File: src/rtl/pkt_rx_pkg.sv
// Package: shared types and the CRC step for the packet receive terminator.
// Assumes MSB-first CRC processing, one byte per call.
package pkt_rx_pkg;

    localparam int LEN_W = 16;

    typedef enum logic [2:0] {
        ST_WAIT,
        ST_HDR,
        ST_PAY,
        ST_CRC_HI,
        ST_CRC_LO,
        ST_TAIL
    } rx_state_e;

    // Advance a 16-bit CRC by one byte, most significant bit first.
    function automatic logic [15:0] crc16_step(input logic [15:0] cur,
                                               input logic [7:0]  data,
                                               input logic [15:0] poly);
        logic [15:0] acc;
        logic        fb;
        acc = cur;
        for (int i = 7; i >= 0; i--) begin
            fb  = acc[15] ^ data[i];
            acc = {acc[14:0], 1'b0} ^ (fb ? poly : 16'h0000);
        end
        return acc;
    endfunction

endpackage

File: src/rtl/prx_crc16.sv
// Module: running CRC over payload bytes.
// Assumes clr and upd are never asserted together (clr wins if they are).
module prx_crc16
    import pkt_rx_pkg::*;
#(
    parameter logic [15:0] POLY = 16'h1021,
    parameter logic [15:0] SEED = 16'hFFFF
) (
    input  logic        clk,
    input  logic        rst_n,
    input  logic        clr,
    input  logic        upd,
    input  logic [7:0]  din,
    output logic [15:0] crc
);

    // Accumulate the CRC for each accepted payload byte.
    always_ff @(posedge clk) begin
        if (!rst_n || clr) begin
            crc <= SEED;
        end else if (upd) begin
            crc <= crc16_step(crc, din, POLY);
        end
    end

endmodule

File: src/rtl/prx_len_track.sv
// Module: payload byte counter with terminal-byte detection.
// Assumes the target is stable during a packet; last flags the byte that
// would make the count reach the target.
module prx_len_track
    import pkt_rx_pkg::*;
(
    input  logic             clk,
    input  logic             rst_n,
    input  logic             clr,
    input  logic             inc,
    input  logic [LEN_W-1:0] target,
    output logic             last
);

    logic [LEN_W-1:0] cnt;
    logic [LEN_W:0]   cnt_next;

    // Count accepted payload bytes of the current packet.
    always_ff @(posedge clk) begin
        if (!rst_n || clr) begin
            cnt <= '0;
        end else if (inc) begin
            cnt <= cnt + 1'b1;
        end
    end

    // Compare the would-be count with the target.
    always_comb begin
        cnt_next = {1'b0, cnt} + 1'b1;
        last     = (cnt_next == {1'b0, target});
    end

endmodule

File: src/rtl/prx_hold_stage.sv
// Module: one-byte hold-back output stage.
// A byte is held until the next byte proves it is not last, or until a
// finish request marks it as end of frame. Assumes push and fin are exclusive.
module prx_hold_stage (
    input  logic       clk,
    input  logic       rst_n,
    input  logic       clr,
    input  logic       push,
    input  logic [7:0] din,
    input  logic       fin,
    output logic       out_valid,
    output logic [7:0] out_byte,
    output logic       out_eof
);

    logic       pend;
    logic [7:0] pend_byte;

    // Release the held byte on push or finish, and register the outputs.
    always_ff @(posedge clk) begin
        if (!rst_n || clr) begin
            pend      <= 1'b0;
            pend_byte <= '0;
            out_valid <= 1'b0;
            out_byte  <= '0;
            out_eof   <= 1'b0;
        end else begin
            out_valid <= 1'b0;
            out_eof   <= 1'b0;
            if (push) begin
                out_valid <= pend;
                out_byte  <= pend_byte;
                pend      <= 1'b1;
                pend_byte <= din;
            end else if (fin) begin
                out_valid <= pend;
                out_byte  <= pend_byte;
                out_eof   <= 1'b1;
                pend      <= 1'b0;
            end
        end
    end

endmodule

File: src/rtl/pkt_rx_term.sv
// Module: serial packet receive terminator (top).
// Classifies UART bytes as header, payload, separator or CRC, forwards payload
// and decides the end of frame. Assumes at most one input byte every two
// cycles and configuration stable during a packet. Priority within a cycle:
// an enabled idle/break event beats a concurrent byte, which is dropped.
module pkt_rx_term
    import pkt_rx_pkg::*;
#(
    parameter int          HDR_BYTES = 4,
    parameter logic [7:0]  DELIM     = 8'hC0,
    parameter logic [15:0] CRC_POLY  = 16'h1021,
    parameter logic [15:0] CRC_SEED  = 16'hFFFF
) (
    input  logic             clk,
    input  logic             rst_n,
    input  logic             fsm_clr,
    input  logic             cfg_len_mode,
    input  logic             cfg_hdr_en,
    input  logic [LEN_W-1:0] cfg_len,
    input  logic             cfg_idle_end,
    input  logic             cfg_brk_end,
    input  logic             cfg_crc_en,
    input  logic             in_valid,
    input  logic [7:0]       in_byte,
    input  logic             line_idle,
    input  logic             line_break,
    output logic             out_valid,
    output logic [7:0]       out_byte,
    output logic             out_eof,
    output logic             crc_err
);

    localparam int HDR_IDX_W = $clog2(HDR_BYTES);
    localparam logic [HDR_IDX_W-1:0] IDX_LO   = HDR_IDX_W'(HDR_BYTES - 2);
    localparam logic [HDR_IDX_W-1:0] IDX_LAST = HDR_IDX_W'(HDR_BYTES - 1);

    rx_state_e            st, st_nxt;
    logic [HDR_IDX_W-1:0] hdr_idx, hdr_idx_nxt;
    logic [LEN_W-1:0]     hdr_len;
    logic [7:0]           crc_hi;
    logic [15:0]          crc_val;
    logic [LEN_W-1:0]     len_target;
    logic                 len_last;
    logic                 term_ev, is_delim, take_pay;
    logic                 do_push, do_fin, err_now, crc_upd, len_inc;
    logic                 go_wait, end_req, load_lo, load_hi, hi_cap;
    logic                 cnt_clr;

    // Pick the length source according to header mode.
    always_comb begin
        len_target = cfg_hdr_en ? hdr_len : cfg_len;
        term_ev    = (cfg_brk_end & line_break) | (cfg_idle_end & line_idle);
        is_delim   = !cfg_len_mode && (in_byte == DELIM);
    end

    // Decide the next state and the actions for this cycle.
    always_comb begin
        st_nxt      = st;
        hdr_idx_nxt = hdr_idx;
        do_push     = 1'b0;
        do_fin      = 1'b0;
        err_now     = 1'b0;
        crc_upd     = 1'b0;
        len_inc     = 1'b0;
        go_wait     = 1'b0;
        end_req     = 1'b0;
        load_lo     = 1'b0;
        load_hi     = 1'b0;
        hi_cap      = 1'b0;
        take_pay    = 1'b0;
        case (st)
            ST_WAIT: begin
                if (in_valid && cfg_hdr_en) begin
                    st_nxt      = ST_HDR;
                    hdr_idx_nxt = HDR_IDX_W'(1);
                end else if (in_valid) begin
                    take_pay = 1'b1;
                end
            end
            ST_HDR: begin
                if (term_ev) begin
                    do_fin  = 1'b1;
                    go_wait = 1'b1;
                end else if (in_valid) begin
                    load_lo     = (hdr_idx == IDX_LO);
                    hdr_idx_nxt = hdr_idx + 1'b1;
                    if (hdr_idx == IDX_LAST) begin
                        load_hi = 1'b1;
                        if (cfg_len_mode && ({in_byte, hdr_len[7:0]} == 16'h0000)) begin
                            end_req = 1'b1;
                        end else begin
                            st_nxt = ST_PAY;
                        end
                    end
                end
            end
            ST_PAY: begin
                if (term_ev) begin
                    do_fin  = 1'b1;
                    go_wait = 1'b1;
                end else if (in_valid) begin
                    take_pay = 1'b1;
                end
            end
            ST_CRC_HI: begin
                if (term_ev) begin
                    do_fin  = 1'b1;
                    go_wait = 1'b1;
                end else if (in_valid) begin
                    hi_cap = 1'b1;
                    st_nxt = ST_CRC_LO;
                end
            end
            ST_CRC_LO: begin
                if (term_ev) begin
                    do_fin  = 1'b1;
                    go_wait = 1'b1;
                end else if (in_valid) begin
                    do_fin  = 1'b1;
                    err_now = ({crc_hi, in_byte} != crc_val);
                    go_wait = 1'b1;
                end
            end
            ST_TAIL: begin
                do_fin  = 1'b1;
                go_wait = 1'b1;
            end
            default: go_wait = 1'b1;
        endcase
        if (take_pay) begin
            if (is_delim) begin
                end_req = 1'b1;
            end else begin
                do_push = 1'b1;
                crc_upd = 1'b1;
                len_inc = 1'b1;
                if (cfg_len_mode && len_last) begin
                    st_nxt = cfg_crc_en ? ST_CRC_HI : ST_TAIL;
                end else begin
                    st_nxt = ST_PAY;
                end
            end
        end
        if (end_req) begin
            if (cfg_crc_en) begin
                st_nxt = ST_CRC_HI;
            end else begin
                do_fin  = 1'b1;
                go_wait = 1'b1;
            end
        end
        if (go_wait) begin
            st_nxt = ST_WAIT;
        end
    end

    // Hold state, header index, header length and the CRC high byte.
    always_ff @(posedge clk) begin
        if (!rst_n || fsm_clr) begin
            st      <= ST_WAIT;
            hdr_idx <= '0;
            hdr_len <= '0;
            crc_hi  <= '0;
            crc_err <= 1'b0;
        end else begin
            st      <= st_nxt;
            hdr_idx <= hdr_idx_nxt;
            crc_err <= err_now;
            if (load_lo) hdr_len[7:0]  <= in_byte;
            if (load_hi) hdr_len[15:8] <= in_byte;
            if (hi_cap)  crc_hi        <= in_byte;
        end
    end

    assign cnt_clr = fsm_clr | go_wait;

    prx_crc16 #(
        .POLY (CRC_POLY),
        .SEED (CRC_SEED)
    ) u_crc (
        .clk   (clk),
        .rst_n (rst_n),
        .clr   (cnt_clr),
        .upd   (crc_upd),
        .din   (in_byte),
        .crc   (crc_val)
    );

    prx_len_track u_len (
        .clk    (clk),
        .rst_n  (rst_n),
        .clr    (cnt_clr),
        .inc    (len_inc),
        .target (len_target),
        .last   (len_last)
    );

    prx_hold_stage u_hold (
        .clk       (clk),
        .rst_n     (rst_n),
        .clr       (fsm_clr),
        .push      (do_push),
        .din       (in_byte),
        .fin       (do_fin),
        .out_valid (out_valid),
        .out_byte  (out_byte),
        .out_eof   (out_eof)
    );

endmodule

File: config.mk
export PLATFORM = sky130hd
export DESIGN_NAME = pkt_rx_term
export DESIGN_NICKNAME = d
export VERILOG_FILES = /design/src/rtl/pkt_rx_pkg.sv /design/src/rtl/prx_crc16.sv /design/src/rtl/prx_len_track.sv /design/src/rtl/prx_hold_stage.sv /design/src/rtl/pkt_rx_term.sv
export SDC_FILE = /design/constraint.sdc
export NUM_CORES = 1
export LEC_CHECK = 0
export BUFFER_PORTS_ARGS = -buffer_cell sky130_fd_sc_hd__buf_2
export CAP_MARGIN = 30
export CORE_ASPECT_RATIO = 1.75
export CORE_MARGIN = 1.5
export CORE_UTILIZATION = 30
export DETAILED_ROUTE_END_ITERATION = 10
export HOLD_SLACK_MARGIN = 0.02
export PLACE_DENSITY = 0.48
export SYNTH_ARGS = -nofsm -noshare
export SYNTH_HDL_FRONTEND = slang
export SYNTH_SLANG_ARGS = --single-unit
File: constraint.sdc
create_clock -name clk -period 3.2 [get_ports clk]
set_input_delay 0.32 -clock clk [delete_from_list [all_inputs] [get_ports clk]]
set_output_delay 0.32 -clock clk [all_outputs]
set_load 0.01 [all_outputs]
Word-level counts from Yosys, hierarchy flattened

Index checks and enable logic that the tools add are counted.

Bits in registers: 81
Output and inout bits: 11
Logic and storage cells: 131
Input port bits: 35

Bitwise operators: 22
Multiplexer cells: 63
Reductions and logical operators: 17
Equality and inequality tests: 13
Add/sub/neg operators: 3

Operators with widths:

| kind                                                                  | number |
|---|---|
| 16-bit bitwise XOR                                                    | 8 |
| 13-bit 2-to-1 mux                                                     | 8 |
| 3-bit 2-to-1 mux                                                      | 13 |
| 1-bit 2-to-1 mux                                                      | 31 |
| 16-bit by 1-bit adder with 17-bit output, second input constant       | 1 |
| 17-bit by 16-bit equality test with 1-bit output                      | 1 |
| 16-bit by 1-bit adder with 16-bit output, second input constant       | 1 |
| 16-bit zero test                                                      | 1 |
| 16-bit 2-to-1 mux                                                     | 1 |
| 8-bit 2-to-1 mux                                                      | 2 |
| 16-bit != test                                                        | 1 |
| 3-bit one-hot mux with 3 select lines                                 | 1 |
| 8-bit equality test, second input constant                            | 1 |
| 1-bit bitwise XOR                                                     | 8 |
| 3-bit by 2-bit equality test with 1-bit output, second input constant | 2 |
| 3-bit equality test, second input constant                            | 2 |
| 2-bit 2-to-1 mux                                                      | 3 |
| 2-bit != test, second input constant                                  | 3 |
| 1-bit one-hot mux with 3 select lines                                 | 2 |
| 2-bit equality test, second input constant                            | 2 |
| 1-bit logical AND                                                     | 4 |
| 2-bit one-hot mux with 2 select lines                                 | 1 |
| 4-bit AND reduction                                                   | 1 |
| 2-bit nonzero test                                                    | 2 |
| 12 further kinds                                                      | 18 |

Longest topological paths before layout

Gate-level depths: netlist of the first run.

Word-level depth: 24
Depth in mapped cells: 10
Mapped depth without buffers: 8

By module

A second synthesis of the first run with hierarchy kept.

Cell total of the unflattened synthesis: 523
Area total of the unflattened synthesis: 4749.6 sq um

Modules (own cells, without submodules):

| module         | times used | sequential area each (sq um) | area each (sq um) | cells each |
|---|---|---|---|---|
| pkt_rx_term    | 1          | 600.6                        | 1767.9            | 203 |
| prx_len_track  | 1          | 320.3                        | 1342.5            | 168 |
| prx_crc16      | 1          | 320.3                        | 904.6             | 81 |
| prx_hold_stage | 1          | 380.4                        | 734.5             | 71 |

Worst setup path before layout of the first run

No wires, ideal clock.

Path kind: register to register
Start point: reg st[0]
End point: reg u_crc.crc[11]
Clock period less this slack: 2.331 ns
Slack: 0.869 ns
Data arrival time: 2.257 ns
Library setup time: 0.073 ns
Required time: 3.127 ns
Buffers on the path: 3
Cell stages (with the launch flop): 11
Cell sequence: dfxtp_1 > buf_6 > or4b_1 > o32a_1 > or4_4 > o21ai_4 > a21oi_2 > and3_1 > buf_6 > buf_12 > o211ai_2

Longest elaborated chain between the ends: 7
Elaborated cells between the ends (all ways): 16
Those cells by class: 4 x eq/ne; 8 x mux; 1 x bitwise; 3 x reduce/logical

RTL lines:

| element                                                                                                                 | RTL line                               | source |
|---|---|---|
| start, declared                                                                                                         | pkt_rx_term.sv:37                      | `rx_state_e st, st_nxt;` |
| start signal, assigned                                                                                                  | pkt_rx_term.sv:166                     | `st <= st_nxt;` |
| 3-bit by 2-bit equality test with 1-bit output / 3-bit by 1-bit equality test with 1-bit output (equally long branches) | pkt_rx_term.sv:71                      | `case (st)` |
| 3-bit OR reduction (no line) / 1-bit 2-to-1 mux (equally long branches)                                                 | -                                      |  |
| 1-bit one-hot mux with 3 select lines / 1-bit 2-to-1 mux (equally long branches)                                        | pkt_rx_term.sv:71, pkt_rx_term.sv:131  |  |
| 1-bit 2-to-1 mux (on tied branches)                                                                                     | pkt_rx_term.sv:145, pkt_rx_term.sv:130 |  |
| 1-bit 2-to-1 mux                                                                                                        | pkt_rx_term.sv:144                     | `if (end_req) begin` |
| 1-bit bitwise OR                                                                                                        | pkt_rx_term.sv:175                     | `assign cnt_clr = fsm_clr \| go_wait;` |
| 1-bit logical OR                                                                                                        | prx_crc16.sv:19                        | `if (!rst_n \|\| clr) begin` |
| end signal, assigned                                                                                                    | prx_crc16.sv:22                        | `crc <= crc16_step(crc, din, POLY);` |
| end, declared                                                                                                           | prx_crc16.sv:14                        | `output logic [15:0] crc` |

Parallel ways exist; a longest one is shown, timed or not.
A chain may end at the register's enable or synchronous reset.

Final worst setup path of the first run

Start point: reg st[1]
End point: reg u_crc.crc[6]

The elaborated chain is that of the path after synthesis.

==> results, run 1 <==
- The total number of placement rows is 58.
- The start of the worst register-to-register path is st[1].
- Along the worst hold path, the cell count comes to 3.
- Across the run, the number of max-cap violations was 0.
- STA classifies the critical path startpoint as a register.
- The number of levels in the clock H-tree is 3.
- dfxtp_1 takes more of the synthesized area than any other cell.
- The cell area after layout is 5000 sq um.
- For this design the top-level I/O count stands at 46.
- The number of setup violations in the final report is 0.
- The total vias in the final route is 3581.
- The leakage power is 0.00192 uW.
- The core box area is 14300 sq um.
- The maximum clock insertion buffer count is 2.
- Across the routed clock network, the largest skew measured is 0.00816 ns.
- The largest stage delay on the critical path is 0.55 ns.
- The post-cts sizing count is 0.
- In the layout the commonest cells are dfxtp_1 (81), nand2_1 (67), xnor2_1 (53).
- The number of antenna violations at the first check in global routing came to 0.
- At the pin with the least slew margin, the transition time is 0.834 ns.
- The floorplan step defined a die boundary enclosing 15400 sq um.
- The die outline height is 163 um.
- The worst setup path is captured at a register.
- Buffers inserted during clock tree synthesis total 9.
- The share of the Yosys chip area taken by registers is 37.0%.
- The via count of the first global-routing pass is 3578.
- The average wire per cell in the routed design is 16.0 um.
- The area of the mapped netlist is 4390 sq um.
- The number of sinks driven by the clock tree is 81.
- The number of hold violations in the final report is 0.
- Compared with the post-synthesis result, the final layout area differs by 14.0%.
- Along the worst path, the maximum fanout reaches 16.
- The class of the tightest hold or removal check is in -> reg.
- Static timing analysis puts the maximum clock frequency at 0.370 GHz.
- STA puts the critical path data required time at 3.45 ns.
- The met3 usage is 2.43%.
- The timing startpoint of the critical path is st[1].
- Entering global routing, the biggest net connects 36 pins.
- Synthesis produced a netlist with a net count of 534.
- The library cell contributing the largest single delay on the critical path is or4b_1.
- The count of flip-flops with a built-in enable after synthesis is 0.
- The top-area cell type share of the netlist area is 37.0%.
- The final critical path time including I/O delays and setup is 2.70 ns.
- For this block, the routed nets add up to 11.5 mm of wire.
- The root cell of the clock tree is clkbuf_16.
- The number of buffers inserted by post-CTS setup repair is 0.
- Buffers inserted to repair hold after CTS numbered 0.
- The length in cells of the worst reg-to-reg path is 7.
- Dividing the detail-routed via count by the number of cells gives 5.01.
- The DRC violation total after the first TritonRoute iteration is 105.
- The insertion delay of the later-clocked pin in the worst-skew pair is 0.34 ns.
- The final critical-path setup slack is 0.497 ns.
- The half-perimeter wire length after placement is 8.72 mm.
- The critical path is of the reg -> reg type.
- Before antenna repair, the detailed router went through 4 iterations.
- The met2 track demand over resource is 29.4%.
- The worst pin sits at a relative slew slack of 44.4%.
- The run finished with clean final reports.
- In this run the remaining antenna-violating nets after routing total 0.
- The global-route wire length before repair is 18.5 mm.
- Global routing finished with a remaining overflow of 0.
- The global routing met1 resource utilization is 16.9%.
- The diode insertion count for antenna repair is 0.
- The library cell used most frequently in the layout, excluding fill and tap cells, is dfxtp_1.
- The CTS clock-pin slew for the worst setup and hold paths is 0.07 ns.
- The count of input and output buffers is 45.
- The initial cell density of the core is 30.7%.
- The average cell area after synthesis is 8.84 sq um.
- The prevailing post-synth register cell is dfxtp_1.
- The critical path goes through or4b_1 -> o32a_1 -> or4_4 -> o21ai_4 -> a21oi_2 -> and3_1 -> o211ai_1.
- The number of warnings reported in the yosys synthesis log is 0.
- Setup repair after global routing left no endpoint under its margin.
- The startpoint identified for the worst hold timing path is in_valid.
- The overall power is 2400 uW.
- Summing all placed instances gives a cell area of 4700 sq um.
- The worst-case IR drop observed on VDD is 0.338 mV.
- For this run, the post-layout net count is 568.
- By area the synthesized netlist is led by dfxtp_1 (37%), xnor2_1 (11%), mux2i_1 (7.1%).
- The overall routing resource usage is 15.8%.
- After synthesis, the share of flip-flops with an asynchronous set or reset is 0%.
- The number of remaining DRC errors is 0.
- Yosys mapped the design onto 57 distinct sky130hd cell types.
- The summed negative setup slack over all endpoints is 0 ns.
- In the final layout, the share of cells above drive strength 1 is 19.1%.
- The post-place setup slack is 0.528 ns.
- Data on the critical path arrives at its endpoint at 2.96 ns.
- The die boundary width is 94.4 um.
- The flip-flop and latch count after synthesis is 81.
- The max-slew violation count is 0.
- The part of the cycle the worst path needs is 84.5%.
- The ratio of total power to cell area is 479 nW/um^2.
- met2 is the most crowded layer.
- After technology mapping, the gate count stands at 496.
- The TritonCTS clock tree is yes.
- At the end of routability-driven placement, the weighted congestion stood at 0.877.
- The final-layout fill cell count is 1475.
-- stage by stage --
| step | hold WS, ns | util [%] | cells |
|---|---|---|---|
| global placement | 0.443 | 32.9 | 699 |
| floorplan | 0.432 | - | 496 |
| detailed placement | 0.450 | 32.9 | 699 |
| CTS | 0.260 | 35.0 | 715 |
| global route | 0.302 | 35.0 | 715 |
| finish | 0.273 | 35.0 | 715 |
-- final timing paths --
check | end | slack (ns)
setup reg to reg | u_crc.crc[6] | 0.50
hold / removal | crc_err | 0.27
hold reg to reg | u_hold.pend | 0.46
setup / recovery | u_crc.crc[6] | 0.50
-- cells in the mapped netlist (2+ instances only) --
cell type / instances
dfxtp_1: 81
nand2_1: 67
xnor2_1: 53
nor2_1: 43
mux2i_1: 31
nand3_1: 29
xor2_1: 26
a21oi_1: 22
clkbuf_1: 17
nand4_1: 11
o21ai_0: 10
nor3_1: 9
nor4_1: 7
o211ai_1: 7
and3_1: 6
o211ai_2: 6
buf_2: 5
clkbuf_8: 5
nand3_2: 5
buf_6: 4
a31oi_1: 3
a41oi_1: 3
ha_1: 3
inv_1: 3
o31ai_1: 3
a211oi_1: 2
mux2_2: 2
o221a_2: 2
or2b_2: 2
or3b_2: 2
-- layer usage --
metal	share of wire (%)	vias to the layer above
li1	-	1790
met4	3.3	0
met5	0	-
met3	2.7	25
met1	39	1705
met2	55	61
-- cells by family (layout without fill, tap and decap cells) --
kind of cell	count (synthesis)	count (layout)	share of synthesized area (%)
AO/OA/AOI/OAI	70	70	11.7
adder cells (fa/ha/maj)	3	3	0.856
AND/OR/NAND/NOR	192	192	21.2
XOR/XNOR	79	79	15.8
buffers and inverters	38	77	5.93
flip-flops	81	81	37.0
multiplexers	33	33	7.59
-- power by group --
group          internal (uW)  total [uW]  switching, uW  leakage (uW)
combinational            115         285            170       0.00112
sequential              1020        1040           16.7      0.000655
clock                    612        1070            459      0.000143
total                   1750        2400            646       0.00192
-- sequential cells by signal, summed over array words and instances, names as in the netlist --
register	count
hdr_len	16
u_hold.pend_byte	8
u_hold.out_byte	8
crc_err	1
u_hold.pend	1
u_crc.crc	16
u_hold.out_eof	1
u_hold.out_valid	1
u_len.cnt	16
hdr_idx	2
crc_hi	8
st	3
-- layout make-up --
class / count / area [sq um] / area share (%)
inverters: 3 / 11.3 / 0.225
well taps: 180 / 225 / 4.50
clock buffers: 9 / 225 / 4.50
flip-flops and latches: 81 / 1620 / 32.4
clock inverters: 7 / 76.3 / 1.53
repair buffers: 58 / 323 / 6.46
multi-input cells: 377 / 2520 / 50.4
-- worst max-delay path: cells and delay by family (launching register included) --
family / cells / cell delay (ns)
flip-flops: 1 / 0.40
AO/OA/AOI/OAI: 4 / 0.65
AND/OR/NAND/NOR: 3 / 1.55
No activity file was read; power rests on OpenSTA's default activity.
==> run 2, diff against run 1 <==
--- a/config.mk
+++ b/config.mk
@@ -5,6 +5,7 @@
 export SDC_FILE = /design/constraint.sdc
 export NUM_CORES = 1
 export LEC_CHECK = 0
+export ABC_AREA = 1
 export BUFFER_PORTS_ARGS = -buffer_cell sky130_fd_sc_hd__buf_2
 export CAP_MARGIN = 30
 export CORE_ASPECT_RATIO = 1.75
@@ -12,7 +13,7 @@
 export CORE_UTILIZATION = 30
 export DETAILED_ROUTE_END_ITERATION = 10
 export HOLD_SLACK_MARGIN = 0.02
-export PLACE_DENSITY = 0.48
+export PLACE_DENSITY = 0.5
 export SYNTH_ARGS = -nofsm -noshare
 export SYNTH_HDL_FRONTEND = slang
 export SYNTH_SLANG_ARGS = --single-unit
==> constraint.sdc (replaced) <==
create_clock -name clk -period 2.3 [get_ports clk]
set_input_delay 0.23 -clock clk [delete_from_list [all_inputs] [get_ports clk]]
set_output_delay 0.23 -clock clk [all_outputs]
set_load 0.01 [all_outputs]
==> run 2 against run 1 <==
Net effect:
- hold slack got worse by 0.088 ns
- fmax rose by 28%
- clock skew rose by 0.00067 ns
- count of clock-buffer cells in the layout did not move
- utilization rose by 0.49 points
- cell count rose by 32%
- synthesized cell count rose by 43%
- register-to-register slack got worse by 0.30 ns
- critical path depth rose by 7
- non-clock buffer count rose by 1
- clock power rose by 44%
- largest cell class unchanged
- largest power group unchanged
==> results, run 2 <==
- After detailed routing, the average wire length per cell comes to 15.0 um.
- Combinational cells account for 13.1% of the total power.
- Detailed placement finished with a half-perimeter wire length of 11.0 mm.
- The die outline height is 169 um.
- The gate count after technology mapping is 708.
- The number of hold violations in the final report is 0.
- The non-filler instance count after layout is 943.
- The largest clock skew in the final design is 0.00883 ns.
- The number of detailed-route iterations in the first pass is 5.
- Leaving out fill and tap cells, the most frequent cells in the layout are nand2_1 (180), nor2_1 (81), dfxtp_1 (80).
- The count of different cell masters after synthesis is 44.
- The multi-input logic area is 2650 sq um.
- The async set-reset flop share out of synthesis is 0%.
- The min-delay analysis places its worst path in the category in -> reg.
- The length in cells of the worst reg-to-reg path is 14.
- The root cell of the clock tree is clkbuf_16.
- The share of the Yosys chip area taken by registers is 34.4%.
- The most common cell after layout, fill and taps aside is nand2_1.
- The number of antenna diodes in the final layout is 0.
- In the synthesized netlist, the cells that appear most often are nand2_1 (180), nor2_1 (83), dfxtp_1 (81), inv_1 (76), o21ai_0 (46).
- The mapped netlist covers 4720 sq um.
- The critical path starts at u_len.cnt[1].
- In this run the critical register-to-register path is launched from u_len.cnt[1].
- The clock network burns 44.6% of the power.
- The maximum clock insertion buffer count is 2.
- The internal power of the cells totals 2460 uW.
- The core box area is 15400 sq um.
- For this run, the post-layout net count is 790.
- The global-route wire length before repair is 22.9 mm.
- After detailed routing, the number of vias per cell comes to 4.91.
- The startpoint class of the critical path is a register.
- The worst path needs 2.10 ns of the cycle, external delays included.
- After layout, the worst path uses 91.5% of the clock period.
- The class of the most critical setup path is reg -> reg.
- At the end of routability-driven placement, the weighted congestion stood at 0.873.
- Counting tap cells, the placed design contains a total of 927 instances.
- Net switching is 28.6% of the power.
- Registers are responsible for 42.2% of the overall power.
- The most used flip-flop cell after synthesis is dfxtp_1.
- The die outline area is 16500 sq um.
- Buffers placed on the I/O ports in this run total 45.
- The number of nets in the synthesized netlist is 746.
- The critical-path maximum fanout is 6.
- In the final layout, the registers with the most flip-flops are hdr_len: 16 flops, u_crc.crc: 16 flops, u_len.cnt: 16 flops.
- The area taken by flip-flops and latches is 1620 sq um.
- The synthesized design contains 0 enable-type register cells.
- Data arrives at the worst endpoint at 2.34 ns.
- The number of antenna-violating nets in the routed design is 0.
- The total overflow left after global routing is 0.
- The initial cell density of the core is 30.7%.
- IR analysis of the VDD net gives a maximum drop of 0.304 mV.
- The via count of the first global-routing pass is 4609.
- Summed over its instances, the top area cell type makes up 34.4% of the synthesized netlist area.
- The die boundary width is 97.8 um.
- The H-tree was split into 3 levels.
- Setup slack closes at 0.195 ns.
- The capture point of the critical path is st[1].
- The synthesis-to-finish area growth is 15.6%.
- The number of clock buffers inserted by TritonCTS is 9.
- The pin count of the biggest net entering global routing is 45.
- Counting the fill cells in the layout gives 1691.
- The ratio of total power to cell area is 631 nW/um^2.
- Summed over all failing endpoints, the final setup total negative slack is 0 ns.
- The insertion delay of the later-clocked pin in the worst-skew pair is 0.35 ns.
- For the worst setup path, the data required time is 2.53 ns.
- The average cell area after synthesis is 6.67 sq um.
- The net switching power is 986 uW.
- The max-slew violation count came to 0.
- The overall routing resource usage is 17.7%.
- The number of antenna violations at the first check in global routing is 0.
- Pin placement for this block handled 46 I/O pins.
- TritonCTS built the clock tree.
- Setup repair after global routing left no endpoint under its margin.
- The slew at the pin with the worst max-slew slack is 0.527 ns.
- The number of warnings reported in the yosys synthesis log is 0.
- The wire length reported by the detailed router is 14.1 mm.
- Clock-pin slew was measured on the worst setup and hold paths at 0.07 ns.
- The post-place setup slack is 0.190 ns.
- The number of remaining DRC errors is 0.
- Synthesis inferred 81 register bits.
- The run finished with clean final reports.
- Summed over all cells, the static leakage comes to 0.00236 uW.
- The total number of placement rows is 60.
- The ratio of cells with drive above 1 in the final layout is 16.0%.
- The clock drives 81 sinks.
- The number of setup violations in the final report is 0.
- In the post-synthesis netlist, the biggest area contributors are dfxtp_1 (34%), nand2_1 (14%), nor2_1 (6.6%).
- The reg2reg setup slack is 0.20 ns.
- The DRC violation total after the first TritonRoute iteration is 212.
- The largest area contributor in the netlist is dfxtp_1.
- The endpoint identified for the worst register-to-register timing path is st[1].
- The highest clock frequency the design can meet is 0.475 GHz.
- The critical path capture point type is a register.
- The worst-case headroom to the max-slew limit is 64.6%.
- The most frequent cell after synthesis is nand2_1.
- For this block, the via count after detailed routing is 4633.
- The tool flagged a number of max-cap violations equal to 0.
## run 2: changes by cell type in the layout (fill, tap and decap cells not counted), moves of 8 or more
| cell | delta |
|---|---|
| nor2_1 | +38 |
| inv_1 | +73 |
| mux2i_1 | -31 |
| nand2_2 | +8 |
| xnor2_1 | -36 |
| o21ai_0 | +35 |
| nand2_1 | +113 |
| xor2_1 | -8 |
| nor2_2 | +13 |
| o211ai_1 | +8 |
| nand3_1 | +8 |
| a21oi_1 | +20 |
## run 2: power by group through the flow
stage	Clock, uW	Combinational (uW)	Sequential, uW
after detailed placement	0	454	1490
final	1540	452	1450
after floorplan	0	313	1480
after CTS	1570	456	1450
after global routing	1630	507	1460
after global placement	0	456	1490
## run 2: how the worst min path moves through the flow
stage | slack [ns] | cells past startpoint | end | from
4_1_cts | 0.18 | 4 | u_hold.pend | fsm_clr
5_1_grt | 0.21 | 4 | u_hold.pend | fsm_clr
3_5_place_dp | 0.45 | 2 | u_hold.pend_byte[2] | u_hold.pend_byte[2]
3_3_place_gp | 0.44 | 2 | u_hold.pend_byte[2] | u_hold.pend_byte[2]
2_1_floorplan | 0.40 | 2 | crc_hi[3] | in_byte[3]
6_report | 0.18 | 4 | u_hold.pend | fsm_clr
## run 2: stage by stage
step           hold WS [ns]  cell area (sq um)  utilization (%)  power [uW]
5_1_grt               0.208               5460             35.5        3590
3_5_place_dp          0.447               5140             33.4        1940
3_3_place_gp          0.443               5140             33.4        1940
6_report              0.185               5460             35.5        3440
4_1_cts               0.180               5450             35.4        3480
2_1_floorplan         0.398               4720                -        1800
## run 2: repair_timing
item / 4_1_cts / 5_1_grt
hold buffers: 0 / 0
setup endpoints to repair: 0 / 3
setup buffers: 0 / 0
resized for setup: 0 / 3
## run 2: layer usage
layer | vias to the layer above | GRT usage (%) | share of wire [%]
met1 | 2140 | 17.8 | 39
met4 | 0 | 8.63 | 3.5
met5 | - | 0 | 0
li1 | 2365 | - | -
met2 | 98 | 34.5 | 55
met3 | 30 | 3.01 | 3.1
## run 2: cells by family after synthesis
group,synth area share (%)
adder cells (fa/ha/maj),0.795
AO/OA/AOI/OAI,14.4
AND/OR/NAND/NOR,34.3
flip-flops,34.4
XOR/XNOR,6.50
buffers and inverters,9.65
## run 2: worst max-delay path, stage by stage (launching register included)
cell,delay [ns]
dfxtp_1,0.42
ha_1,0.25
nand2_1,0.13
nor2_4,0.18
nand2_2,0.12
nor2_1,0.14
nand2_1,0.08
nand2_1,0.09
nand2_1,0.06
nand2_1,0.10
nand2_1,0.07
nor3_2,0.10
nand3_1,0.11
nand2_1,0.08
a21oi_1,0.05
## run 2: final cells by class
type                            count  area share [%]
Clock buffer                        9            4.13
Tap cell                          186            4.26
Sequential cell                    81            29.7
Timing Repair Buffer               59            6.28
Clock inverter                      7            1.56
Inverter                           80            5.52
Multi-Input combinational cell    521            48.5
==> run 3, diff against run 2 <==
--- a/config.mk
+++ b/config.mk
@@ -6,7 +6,7 @@
 export NUM_CORES = 1
 export LEC_CHECK = 0
 export ABC_AREA = 1
-export BUFFER_PORTS_ARGS = -buffer_cell sky130_fd_sc_hd__buf_2
+export BUFFER_PORTS_ARGS = -buffer_cell sky130_fd_sc_hd__buf_4
 export CAP_MARGIN = 30
 export CORE_ASPECT_RATIO = 1.75
 export CORE_MARGIN = 1.5
==> run 3 against run 2 <==
Net effect:
- worst setup slack worse by 0.012 ns
- count of clock-buffer cells in the layout unchanged
- final area increased by 2.3%
- register-to-register slack about the same
- fmax is 0.56% lower
- routed wire length rose by 4.6%
- via count shrank 0.67%
- combinational power rose by 6.4%
- critical path type unchanged
- largest cell class unchanged
==> results, run 3 (synthesis gave the netlist of run 2 again) <==
- The run finished with clean final reports.
- The die outline area is 16500 sq um.
- The capture point of the critical path is st[2].
- The root cell of the clock tree is clkbuf_16.
- The worst register-to-register path begins at u_len.cnt[1].
- The count of hold-fix buffers inserted at cts is 0.
- The first detailed-routing pass ran for 4 iterations.
- The most common cell after layout, fill and taps aside is nand2_1.
- Among all stages on the critical path, the largest delay is contributed by dfxtp_2.
- The final critical path time including I/O delays and setup is 2.12 ns.
- The average wire per cell in the routed design is 15.8 um.
- The critical path capture point type is a register.
- The count of input and output buffers is 45.
- At the end of the flow the core is filled with cells to 36.3%.
- The final route contains 4602 vias.
- Once layout is done, the placed cells without fillers occupy 5590 sq um.
- The TritonCTS clock tree is yes.
- The summed negative setup slack over all endpoints is 0 ns.
- The ratio of cells with drive above 1 in the final layout is 15.7%.
- The number of buffers and inverters on the critical path is 1.
- VDD sags by at most 0.330 mV.
- The worst pin sits at a relative slew slack of 55.5%.
- The number of levels in the clock H-tree is 3.
- The maximum clock insertion buffer count is 2.
- For this run the aggregate overflow at the end of global routing stands at 0.
- By instance count, the cell type seen most on the critical path is nand2_1.
- The largest stage delay on the critical path is 0.39 ns.
- The DRC violation total after the first TritonRoute iteration is 174.
- The core box area is 15400 sq um.
- 46 I/O pins were placed.
- The class of the most critical setup path is reg -> reg.
- The startpoint class of the critical path is a register.
- The reg-to-reg endpoint is st[2].
- The pin count of the biggest net entering global routing is 45.
- The die outline height is 169 um.
- The length in cells of the worst reg-to-reg path is 13.
- In this run the worst hold path is classified as in -> reg.
- The number of clock buffers added by TritonCTS is 9.
- The family with the most delay on the worst path is simple AND/OR/NAND/NOR gates.
- The number of antenna diodes in the final layout is 0.
- The first global-routing pass estimated 23.3 mm of wire.
- Setup repair after global routing left no endpoint under its margin.
- At the end of routability-driven placement, the weighted congestion stood at 0.899.
- The clock reaches the later pin of the worst-skew pair after 0.34 ns.
- CTS saw 81 sinks.
- The net total in the final layout is 784.
- Measured along the x axis, the die boundary spans 97.8 um.
- The required time of the worst setup path is 2.57 ns.
- The number of maximum-capacitance violations is 0.
- The signal on the critical path passes through ha_2 -> nand2_1 -> nor2_4 -> nand2_2 -> inv_1 -> nand2_1 -> nand2_1 -> nand2_1 -> nand2_1 -> nand2_1 -> nor3_2 -> nand3_1 -> a21oi_2.
- The highest clock frequency the design can meet is 0.472 GHz.
- The number of antenna-violating nets in the routed design is 0.
- After clock tree synthesis, the clock-pin slew on the worst setup and hold paths is 0.07 ns.
- Of all nets on the critical path, the largest fanout is 6.
- After detailed placement, the total cell area comes to 5240 sq um.
- The worst register-to-register path has a setup slack of 0.18 ns.
- The number of setup violations in the final report is 0.
- The tightest hold path in the finished design has a slack of 0.186 ns.
- The largest clock skew in the final design is 0.0101 ns.
- The number of hold violations in the final report came to 0.
- The ratio of total power to cell area is 642 nW/um^2.
- The via count of the first global-routing pass is 4677.
- The number of remaining DRC errors is 0.
- The initial cell density of the core is 30.7%.
- The initialized floorplan defines 60 standard-cell rows.
- The ratio of routed vias to standard cells is 4.91.
- The wire length reported by the detailed router is 14.8 mm.
- In the finished design, the share of the clock period the worst path needs comes to 92.0%.
- For the worst setup path, the data arrival time is 2.38 ns.
- In this run the static leakage power is 0.00238 uW.
- The completed layout was analyzed and its total power is 3580 uW.
- Counting buffers and inverters, the worst setup path is 13 cells deep.
- The max-slew violation count was 0.
- The number of antenna violations at the first check in global routing is 0.
- After filler insertion, the fill cell instance count of the layout stands at 1639.
- Global routing used 18.1% of the available tracks across all layers.
- The most critical setup path has its startpoint at u_len.cnt[1].
- In the layout the commonest cells are nand2_1 (180), nor2_1 (82), dfxtp_1 (79).
- At the pin with the least slew margin, the transition time is 0.667 ns.
- After legalization and detailed placement, the total HPWL measured 11.4 mm.
- The largest registers in the layout are hdr_len: 16 flops, u_crc.crc: 16 flops, u_len.cnt: 16 flops.
- The synthesis-to-finish area growth is 18.3%.
==> run 3: layout make-up <==
| class | count | area [sq um] | share of cell area [%] |
|---|---|---|---|
| clock buffers | 9 | 225 | 4.03 |
| clock inverters | 7 | 109 | 1.95 |
| inverters | 80 | 302 | 5.40 |
| multi-input cells | 521 | 2660 | 47.5 |
| flip-flops and latches | 81 | 1630 | 29.1 |
| well taps | 186 | 233 | 4.17 |
| repair buffers | 53 | 435 | 7.80 |
==> run 3: tightest hold or removal path, delay by kind of cell <==
| kind | cells | cell delay [ns] |
|---|---|---|
| and+or+nand+nor | 1 | 0.03 |
| AOI/OAI and AO/OA | 1 | 0.05 |
| buffers and inverters | 2 | 0.17 |
==> run 3: worst min-delay path by stage <==
stage	start	end	slack, ns	cells after the start
after floorplan	in_byte[3]	crc_hi[3]	0.40	2
after global placement	u_hold.pend_byte[0]	u_hold.pend_byte[0]	0.45	2
after detailed placement	u_hold.pend_byte[0]	u_hold.pend_byte[0]	0.44	2
after CTS	fsm_clr	u_hold.pend	0.19	4
after global routing	fsm_clr	u_hold.pend	0.20	4
final	fsm_clr	u_hold.pend	0.19	4
==> run 3: per-layer routing <==
layer / part of all wire [%] / track usage, % / vias to the layer above
li1: - / - / 2348
met1: 38 / 18.0 / 2112
met2: 54 / 35.2 / 99
met3: 2.7 / 2.48 / 43
met4: 5.0 / 9.94 / 0
met5: 0 / 0 / -
==> run 3: per-stage QoR <==
step                instances  setup slack [ns]
floorplan                 708             0.529
global placement          921            0.0395
detailed placement        921            0.0505
CTS                       937             0.106
global route              937          0.000224
finish                    937             0.183
==> run 3: where the power goes <==
| group | internal [uW] | switching [uW] |
|---|---|---|
| Sequential | 1430 | 23.6 |
| Clock | 976 | 673 |
| Combinational | 184 | 297 |
| Total | 2590 | 994 |
==> run 3: timing repair <==
action | in CTS | in global routing
endpoints found under the hold margin | 0 | 0
buffers inserted | 0 | 0
gates resized for setup | 0 | 7
setup endpoints to repair | 0 | 3
